[config.mk]
export PLATFORM = sky130hd
export DESIGN_NAME = sram_ctrl
export DESIGN_NICKNAME = d
export VERILOG_FILES = /design/src/rtl/sram_ctrl_pkg.sv /design/src/rtl/sram_ctrl_timer.sv /design/src/rtl/sram_ctrl_fsm.sv /design/src/rtl/sram_ctrl_dp.sv /design/src/rtl/sram_ctrl.sv
export SDC_FILE = /design/constraint.sdc
export NUM_CORES = 1
export LEC_CHECK = 0
export BUFFER_PORTS_ARGS = -buffer_cell sky130_fd_sc_hd__buf_2
export CAP_MARGIN = 25
export CORE_AREA = 5 5 98 91
export DETAILED_ROUTE_END_ITERATION = 16
export DIE_AREA = 0 0 103 96
export GPL_ROUTABILITY_DRIVEN = 0
export SYNTH_ARGS = -nofsm -noshare
export SYNTH_HDL_FRONTEND = slang
export SYNTH_HIERARCHICAL = 1
export SYNTH_SLANG_ARGS = --single-unit
[constraint.sdc]
create_clock -name clk -period 2.75 [get_ports clk]
set_clock_uncertainty 0.15 [all_clocks]
set_input_delay 0.275 -clock clk [delete_from_list [all_inputs] [get_ports clk]]
set_output_delay 0.275 -clock clk [all_outputs]
set_load 0.01 [all_outputs]
[src/rtl/sram_ctrl_pkg.sv]
package sram_ctrl_pkg;

  typedef enum logic [2:0] {
    ST_IDLE,
    ST_RD,
    ST_WR,
    ST_WEND,
    ST_DONE
  } ctrl_st_e;

  // round a nanosecond figure up to whole clock cycles
  function automatic int ns2cyc(input int ns, input int clk_ns);
    return (ns + clk_ns - 1) / clk_ns;
  endfunction

  function automatic int max3(input int a, input int b, input int c);
    int m;
    m = a;
    if (b > m) m = b;
    if (c > m) m = c;
    return m;
  endfunction

endpackage

[src/rtl/sram_ctrl_timer.sv]
module sram_ctrl_timer #(
  parameter int CNT_W = 4
) (
  input  logic             clk,
  input  logic             rst_n,
  input  logic             clr,
  output logic [CNT_W-1:0] cnt
);

  logic [CNT_W-1:0] cnt_nxt;

  always_comb begin
    if (clr) cnt_nxt = '0;
    else     cnt_nxt = cnt + 1'b1;
  end

  always_ff @(posedge clk or negedge rst_n) begin
    if (!rst_n) cnt <= '0;
    else        cnt <= cnt_nxt;
  end

endmodule

[src/rtl/sram_ctrl_fsm.sv]
module sram_ctrl_fsm
  import sram_ctrl_pkg::*;
#(
  parameter int RD_LEN   = 10,
  parameter int WR_LEN   = 8,
  parameter int WEND_LEN = 2,
  parameter int CNT_W    = 4
) (
  input  logic             clk,
  input  logic             rst_n,
  input  logic             req_valid,
  input  logic             req_we,
  input  logic [CNT_W-1:0] cnt,
  output logic             cnt_clr,
  output logic             req_ready,
  output logic             load,
  output logic             capture,
  output logic             ce_act,
  output logic             oe_n,
  output logic             we_n,
  output logic             dq_oe,
  output logic             done
);

  ctrl_st_e st_q, st_nxt;

  logic rd_last, wr_last, wend_last;
  assign rd_last   = (cnt == CNT_W'(RD_LEN - 1));
  assign wr_last   = (cnt == CNT_W'(WR_LEN - 1));
  assign wend_last = (cnt == CNT_W'(WEND_LEN - 1));

  always_comb begin
    st_nxt = st_q;
    unique case (st_q)
      ST_IDLE: if (req_valid) st_nxt = req_we ? ST_WR : ST_RD;
      ST_RD:   if (rd_last)   st_nxt = ST_DONE;
      ST_WR:   if (wr_last)   st_nxt = ST_WEND;
      ST_WEND: if (wend_last) st_nxt = ST_DONE;
      ST_DONE: st_nxt = ST_IDLE;
      default: st_nxt = ST_IDLE;
    endcase
  end

  always_ff @(posedge clk or negedge rst_n) begin
    if (!rst_n) st_q <= ST_IDLE;
    else        st_q <= st_nxt;
  end

  assign cnt_clr   = (st_nxt != st_q);
  assign req_ready = (st_q == ST_IDLE);
  assign load      = (st_q == ST_IDLE) && req_valid;
  assign capture   = (st_q == ST_RD) && rd_last;
  assign ce_act    = (st_q == ST_RD) || (st_q == ST_WR) || (st_q == ST_WEND);
  assign oe_n      = (st_q != ST_RD);
  assign we_n      = (st_q != ST_WR);
  assign dq_oe     = ((st_q == ST_WR) && (cnt != '0)) ||
                     ((st_q == ST_WEND) && (cnt == '0));
  assign done      = (st_q == ST_DONE);


  idle_standby_chk: assert property (@(posedge clk) disable iff (!rst_n)
    req_ready |-> (!ce_act && we_n && oe_n && !dq_oe));


  busy_after_accept_chk: assert property (@(posedge clk) disable iff (!rst_n)
    (req_valid && req_ready) |=> !req_ready);


  no_oe_in_write_chk: assert property (@(posedge clk) disable iff (!rst_n)
    !we_n |-> oe_n);


  drv_after_we_fall_chk: assert property (@(posedge clk) disable iff (!rst_n)
    $rose(dq_oe) |-> (!we_n && !$past(we_n)));


  drv_off_after_we_rise_chk: assert property (@(posedge clk) disable iff (!rst_n)
    $rose(we_n) |=> !dq_oe);


  done_single_chk: assert property (@(posedge clk) disable iff (!rst_n)
    done |=> (!done && req_ready));

endmodule

[src/rtl/sram_ctrl_dp.sv]
module sram_ctrl_dp #(
  parameter int ADDR_W = 18,
  parameter int DATA_W = 16,
  parameter int LANES  = 2
) (
  input  logic              clk,
  input  logic              rst_n,
  input  logic              load,
  input  logic              capture,
  input  logic              ce_act,
  input  logic [ADDR_W-1:0] req_addr,
  input  logic [DATA_W-1:0] req_wdata,
  input  logic [LANES-1:0]  req_mask,
  input  logic [DATA_W-1:0] mem_dq_i,
  output logic [ADDR_W-1:0] mem_addr,
  output logic [LANES-1:0]  mem_be_n,
  output logic [DATA_W-1:0] mem_dq_o,
  output logic [DATA_W-1:0] rsp_rdata
);

  logic [ADDR_W-1:0] addr_q;
  logic [DATA_W-1:0] wdata_q;
  logic [LANES-1:0]  mask_q;

  always_ff @(posedge clk or negedge rst_n) begin
    if (!rst_n) begin
      addr_q  <= '0;
      wdata_q <= '0;
      mask_q  <= '0;
    end else if (load) begin
      addr_q  <= req_addr;
      wdata_q <= req_wdata;
      mask_q  <= req_mask;
    end
  end

  for (genvar l = 0; l < LANES; l++) begin : g_lane
    logic [7:0] lane_q;
    always_ff @(posedge clk or negedge rst_n) begin
      if (!rst_n)       lane_q <= '0;
      else if (capture) lane_q <= mask_q[l] ? mem_dq_i[l*8 +: 8] : 8'h00;
    end
    assign rsp_rdata[l*8 +: 8] = lane_q;
  end

  assign mem_addr = addr_q;
  assign mem_dq_o = wdata_q;
  assign mem_be_n = ce_act ? ~mask_q : {LANES{1'b1}};

endmodule

[src/rtl/sram_ctrl.sv]
module sram_ctrl
  import sram_ctrl_pkg::*;
#(
  parameter int ADDR_W    = 18,
  parameter int DATA_W    = 16,
  parameter int CLK_NS    = 10,
  parameter int T_AA_NS   = 100,
  parameter int T_OE_NS   = 40,
  parameter int T_RC_NS   = 100,
  parameter int T_WP_NS   = 70,
  parameter int T_AW_NS   = 80,
  parameter int T_DW_NS   = 45,
  parameter int T_WR_NS   = 0,
  parameter int T_WC_NS   = 100,
  localparam int LANES    = DATA_W / 8
) (
  input  logic              clk,
  input  logic              rst_n,
  input  logic              req_valid,
  output logic              req_ready,
  input  logic              req_we,
  input  logic [ADDR_W-1:0] req_addr,
  input  logic [DATA_W-1:0] req_wdata,
  input  logic [LANES-1:0]  req_mask,
  output logic              rsp_done,
  output logic [DATA_W-1:0] rsp_rdata,
  output logic [ADDR_W-1:0] mem_addr,
  output logic              mem_ce1_n,
  output logic              mem_ce2,
  output logic              mem_oe_n,
  output logic              mem_we_n,
  output logic [LANES-1:0]  mem_be_n,
  output logic [DATA_W-1:0] mem_dq_o,
  output logic              mem_dq_oe,
  input  logic [DATA_W-1:0] mem_dq_i
);

  localparam int RD_LEN   = max3(ns2cyc(T_AA_NS, CLK_NS), ns2cyc(T_OE_NS, CLK_NS),
                                 max3(ns2cyc(T_RC_NS, CLK_NS), 1, 1));
  localparam int WR_LEN   = max3(ns2cyc(T_WP_NS, CLK_NS), ns2cyc(T_AW_NS, CLK_NS),
                                 ns2cyc(T_DW_NS, CLK_NS) + 1);
  localparam int WEND_LEN = max3(1, ns2cyc(T_WR_NS, CLK_NS),
                                 ns2cyc(T_WC_NS, CLK_NS) - WR_LEN);
  localparam int CNT_W    = $clog2(max3(RD_LEN, WR_LEN, WEND_LEN) + 1);

  // asynchronous assertion, synchronous release
  logic rst_meta_n, rst_sync_n;
  always_ff @(posedge clk or negedge rst_n) begin
    if (!rst_n) begin
      rst_meta_n <= 1'b0;
      rst_sync_n <= 1'b0;
    end else begin
      rst_meta_n <= 1'b1;
      rst_sync_n <= rst_meta_n;
    end
  end

  logic [CNT_W-1:0] cnt;
  logic cnt_clr, load, capture, ce_act;

  sram_ctrl_timer #(.CNT_W(CNT_W)) timer_i (
    .clk   (clk),
    .rst_n (rst_sync_n),
    .clr   (cnt_clr),
    .cnt   (cnt)
  );

  sram_ctrl_fsm #(
    .RD_LEN   (RD_LEN),
    .WR_LEN   (WR_LEN),
    .WEND_LEN (WEND_LEN),
    .CNT_W    (CNT_W)
  ) fsm_i (
    .clk       (clk),
    .rst_n     (rst_sync_n),
    .req_valid (req_valid),
    .req_we    (req_we),
    .cnt       (cnt),
    .cnt_clr   (cnt_clr),
    .req_ready (req_ready),
    .load      (load),
    .capture   (capture),
    .ce_act    (ce_act),
    .oe_n      (mem_oe_n),
    .we_n      (mem_we_n),
    .dq_oe     (mem_dq_oe),
    .done      (rsp_done)
  );

  sram_ctrl_dp #(
    .ADDR_W (ADDR_W),
    .DATA_W (DATA_W),
    .LANES  (LANES)
  ) dp_i (
    .clk       (clk),
    .rst_n     (rst_sync_n),
    .load      (load),
    .capture   (capture),
    .ce_act    (ce_act),
    .req_addr  (req_addr),
    .req_wdata (req_wdata),
    .req_mask  (req_mask),
    .mem_dq_i  (mem_dq_i),
    .mem_addr  (mem_addr),
    .mem_be_n  (mem_be_n),
    .mem_dq_o  (mem_dq_o),
    .rsp_rdata (rsp_rdata)
  );

  assign mem_ce1_n = !ce_act;
  assign mem_ce2   = ce_act;

endmodule

==> impl_metrics.env <==
export IMPL_status="complete, no violations"
export IMPL_fillers=760
export IMPL_finalPower_w=0.00418
export IMPL_ys_seq_area_share_pct=57.5
export IMPL_worstPathRequired_ns=2.33
export IMPL_whs_ns=0.0198
export IMPL_cp_max_fo=6
export IMPL_hpwl_um=4610
export IMPL_r2r_start="fsm_i/st_q[1]"
export IMPL_startpoint_type="flop"
export IMPL_drive_gt1_share_pct=53.3
export IMPL_io_buffers=114
export IMPL_first_global_vias=1923
export IMPL_final_nets=390
export IMPL_syn_inst=199
export IMPL_cts_reportedPaths_clkPinSlew_ns=0.08
export IMPL_htreeDepth=3
export IMPL_dp_cells=405
export IMPL_dieArea_um2=9890
export IMPL_design_portCount=115
export IMPL_ir_worst_vdd_uv=365
export IMPL_grt_max_degree=37
export IMPL_cts_root_buf="clkbuf_8"
export IMPL_setup_violations=0
export IMPL_ant_nets=0
export IMPL_coreArea_um2=7840
export IMPL_rsz0062_at_grt="false"
export IMPL_fin_crit_sh_pct=74.4
export IMPL_cts_tree="done"
export IMPL_synth_area_um2=2650
export IMPL_hold_start="req_addr[15]"
export IMPL_vias=1943
export IMPL_synth_area_per_cell_um2=13.3
export IMPL_most_common_layout_cells="buf_2, dfrtp_1, mux2_4, inv_1, nand3_1"
export IMPL_ys_warn_count=6
export IMPL_clockBufferDepth=2
export IMPL_area_growth_pct=39.1
export IMPL_cts_sinks=61
export IMPL_maxCapViolCount=0
export IMPL_overflow=0
export IMPL_gr_usage_all_layers_pct=12.6
export IMPL_fin_cells=437
export IMPL_path_cells="nor4_1 -> xnor2_1 -> and3_1 -> buf_2"
export IMPL_critPathKind="reg2out"
export IMPL_cpPeakStageDelay_ns=0.44
export IMPL_fin_crit_ns=2.05
export IMPL_wl_per_cell_um=14.4
export IMPL_min_path_type="in2reg"
export IMPL_routed_via_density=4.45
export IMPL_rows=31
export IMPL_drv_slew=0
export IMPL_die_w_um=103
export IMPL_setup_tns_ns=0
export IMPL_crit_end="mem_dq_oe"
export IMPL_worstSkewPairLatency_ns=0.33
export IMPL_tightestPinTransition_ns=0.593
export IMPL_finalHoldViolCount=0
export IMPL_drt_iter0_markers=56
export IMPL_critPathArrivalTime_ns=1.62
export IMPL_antenna_found_initial=0
export IMPL_max_freq_mhz=489
export IMPL_firstDrtPassIters=4
export IMPL_endpoint_kind="primary output"
export IMPL_r2r_end="dp_i/mem_addr[17]"
export IMPL_p_leak_nw=1.85
export IMPL_wl_um=6300
export IMPL_synth_nets=256
export IMPL_worst_r2r_cell_count=4
export IMPL_mostFrequentLayoutCell="buf_2"
export IMPL_cts_buffers_inserted=9
export IMPL_max_slew_margin_pct=60.5
export IMPL_grt_pass1_wl_um=9420
export IMPL_ys_types=33
export IMPL_ys_seq_elements=61
export IMPL_cp_slowest_cell="dfrtp_1"
export IMPL_die_height_um=96
export IMPL_start_util_pct=33.9
export IMPL_regToRegSetupSlack_ns=0.87
export IMPL_drc=0
export IMPL_antenna_cells=0
export IMPL_p_per_area_nw_per_um2=1130
export IMPL_setup_worst_path_start="timer_i/cnt[0]"
## routing by layer
layer	GRT usage (%)	wire (um)	up-vias	part of all wire [%]
met5	0	0	-	0
met3	5.14	686	8	11
met2	19.8	2870	85	46
met1	15.3	2630	913	42
li1	-	-	937	-
met4	5.39	118	0	1.9
## state kept, by name (all words and copies together), names as in the netlist
register / flops
rst_sync_n: 1
fsm_i/st_q: 3
dp_i/mem_addr: 18
dp_i/g_lane.lane_q: 16
dp_i/mask_q: 2
rst_meta_n: 1
timer_i/cnt: 4
dp_i/mem_dq_o: 16
## how the worst min path moves through the flow
stage,endpoint,depth (start not counted),slack [ns]
final,dp_i/mem_addr[15],2,0.02
after global routing,dp_i/mem_addr[0],2,0.001
after CTS,dp_i/mem_addr[16],2,0.002
after detailed placement,rst_meta_n,1,-0.09
after global placement,rst_meta_n,1,-0.09
after floorplan,rst_meta_n,0,-0.17
## cells in the mapped netlist
cell | n | area, um^2
and3_1 | 2 | 12.5
nor4_1 | 1 | 6.26
buf_12 | 3 | 60.1
and2_1 | 1 | 6.26
nor2b_1 | 3 | 18.8
inv_1 | 20 | 75.1
a2bb2oi_2 | 1 | 15.0
mux2_2 | 6 | 67.6
or3b_4 | 1 | 11.3
nand3_1 | 17 | 85.1
dfrtp_1 | 61 | 1530
nor2_1 | 5 | 18.8
o21ai_0 | 16 | 80.1
a21oi_1 | 3 | 15.0
nand2b_1 | 1 | 6.26
mux2_4 | 31 | 465
nor2_2 | 1 | 6.26
xnor2_1 | 2 | 17.5
buf_2 | 2 | 10.0
conb_1 | 1 | 3.75
buf_6 | 2 | 22.5
or2_1 | 1 | 6.26
a221oi_1 | 1 | 8.76
nor3_1 | 5 | 25.0
nand2_1 | 2 | 7.51
nand3_2 | 1 | 10.0
or2_2 | 1 | 6.26
ha_1 | 1 | 12.5
o21ai_1 | 1 | 5.00
clkbuf_1 | 3 | 11.3
buf_4 | 1 | 7.51
xnor2_2 | 1 | 16.3
nand3b_1 | 1 | 7.51
## kinds of logic (layout without fill, tap and decap cells)
kind of cell,after synthesis,in the layout,share of synthesized area [%]
compound gates,22,22,4.67
xor+xnor,3,3,1.27
fa+ha+maj,1,1,0.471
buf+inv,31,170,7.03
flops,61,61,57.5
mux,37,37,20.1
other cells,1,1,0.141
simple gates,43,43,8.82
## stage by stage
stage                     util (%)  instance area [um^2]  worst slack, ns
final                         47.1                  3690            0.703
after CTS                     45.5                  3560            0.685
after global placement        42.0                  3290            0.850
after global routing          47.1                  3690            0.602
after detailed placement      42.0                  3290            0.858
after floorplan                  -                  2650            0.776
## power breakdown
part	leakage (nW)	switching [W]	internal, W	total [W]
logic	1.04	0.000721	0.000900	0.00162
clock network	0.124	0.000360	0.000608	0.000968
registers	0.682	0.000306	0.00129	0.00159
total	1.85	0.00139	0.00279	0.00418
## area by class of cell
| class | count | area, um^2 | area share, % |
|---|---|---|---|
| sequential | 61 | 1530 | 41.4 |
| multi-input combinational | 107 | 947 | 25.7 |
| timing repair buffer | 134 | 773 | 20.9 |
| clock buffer | 9 | 124 | 3.35 |
| tap | 99 | 124 | 3.35 |
| clock inverter | 7 | 121 | 3.29 |
| inverter | 20 | 75.1 | 2.03 |
## repair_timing
item,CTS,global route
hold buffers,3,13
setup buffers,0,0
endpoints found under the hold margin,4,13
resized for setup,0,0
## worst max-delay path: cells and delay by family, from the launching register on
family	cells	cell delay, ns
xor gates and xnor gates	1	0.17
and+or+nand+nor	2	0.57
buffers and inverters	1	0.12
DFF	1	0.44
Note: power is estimated with default switching activity, not from simulation.
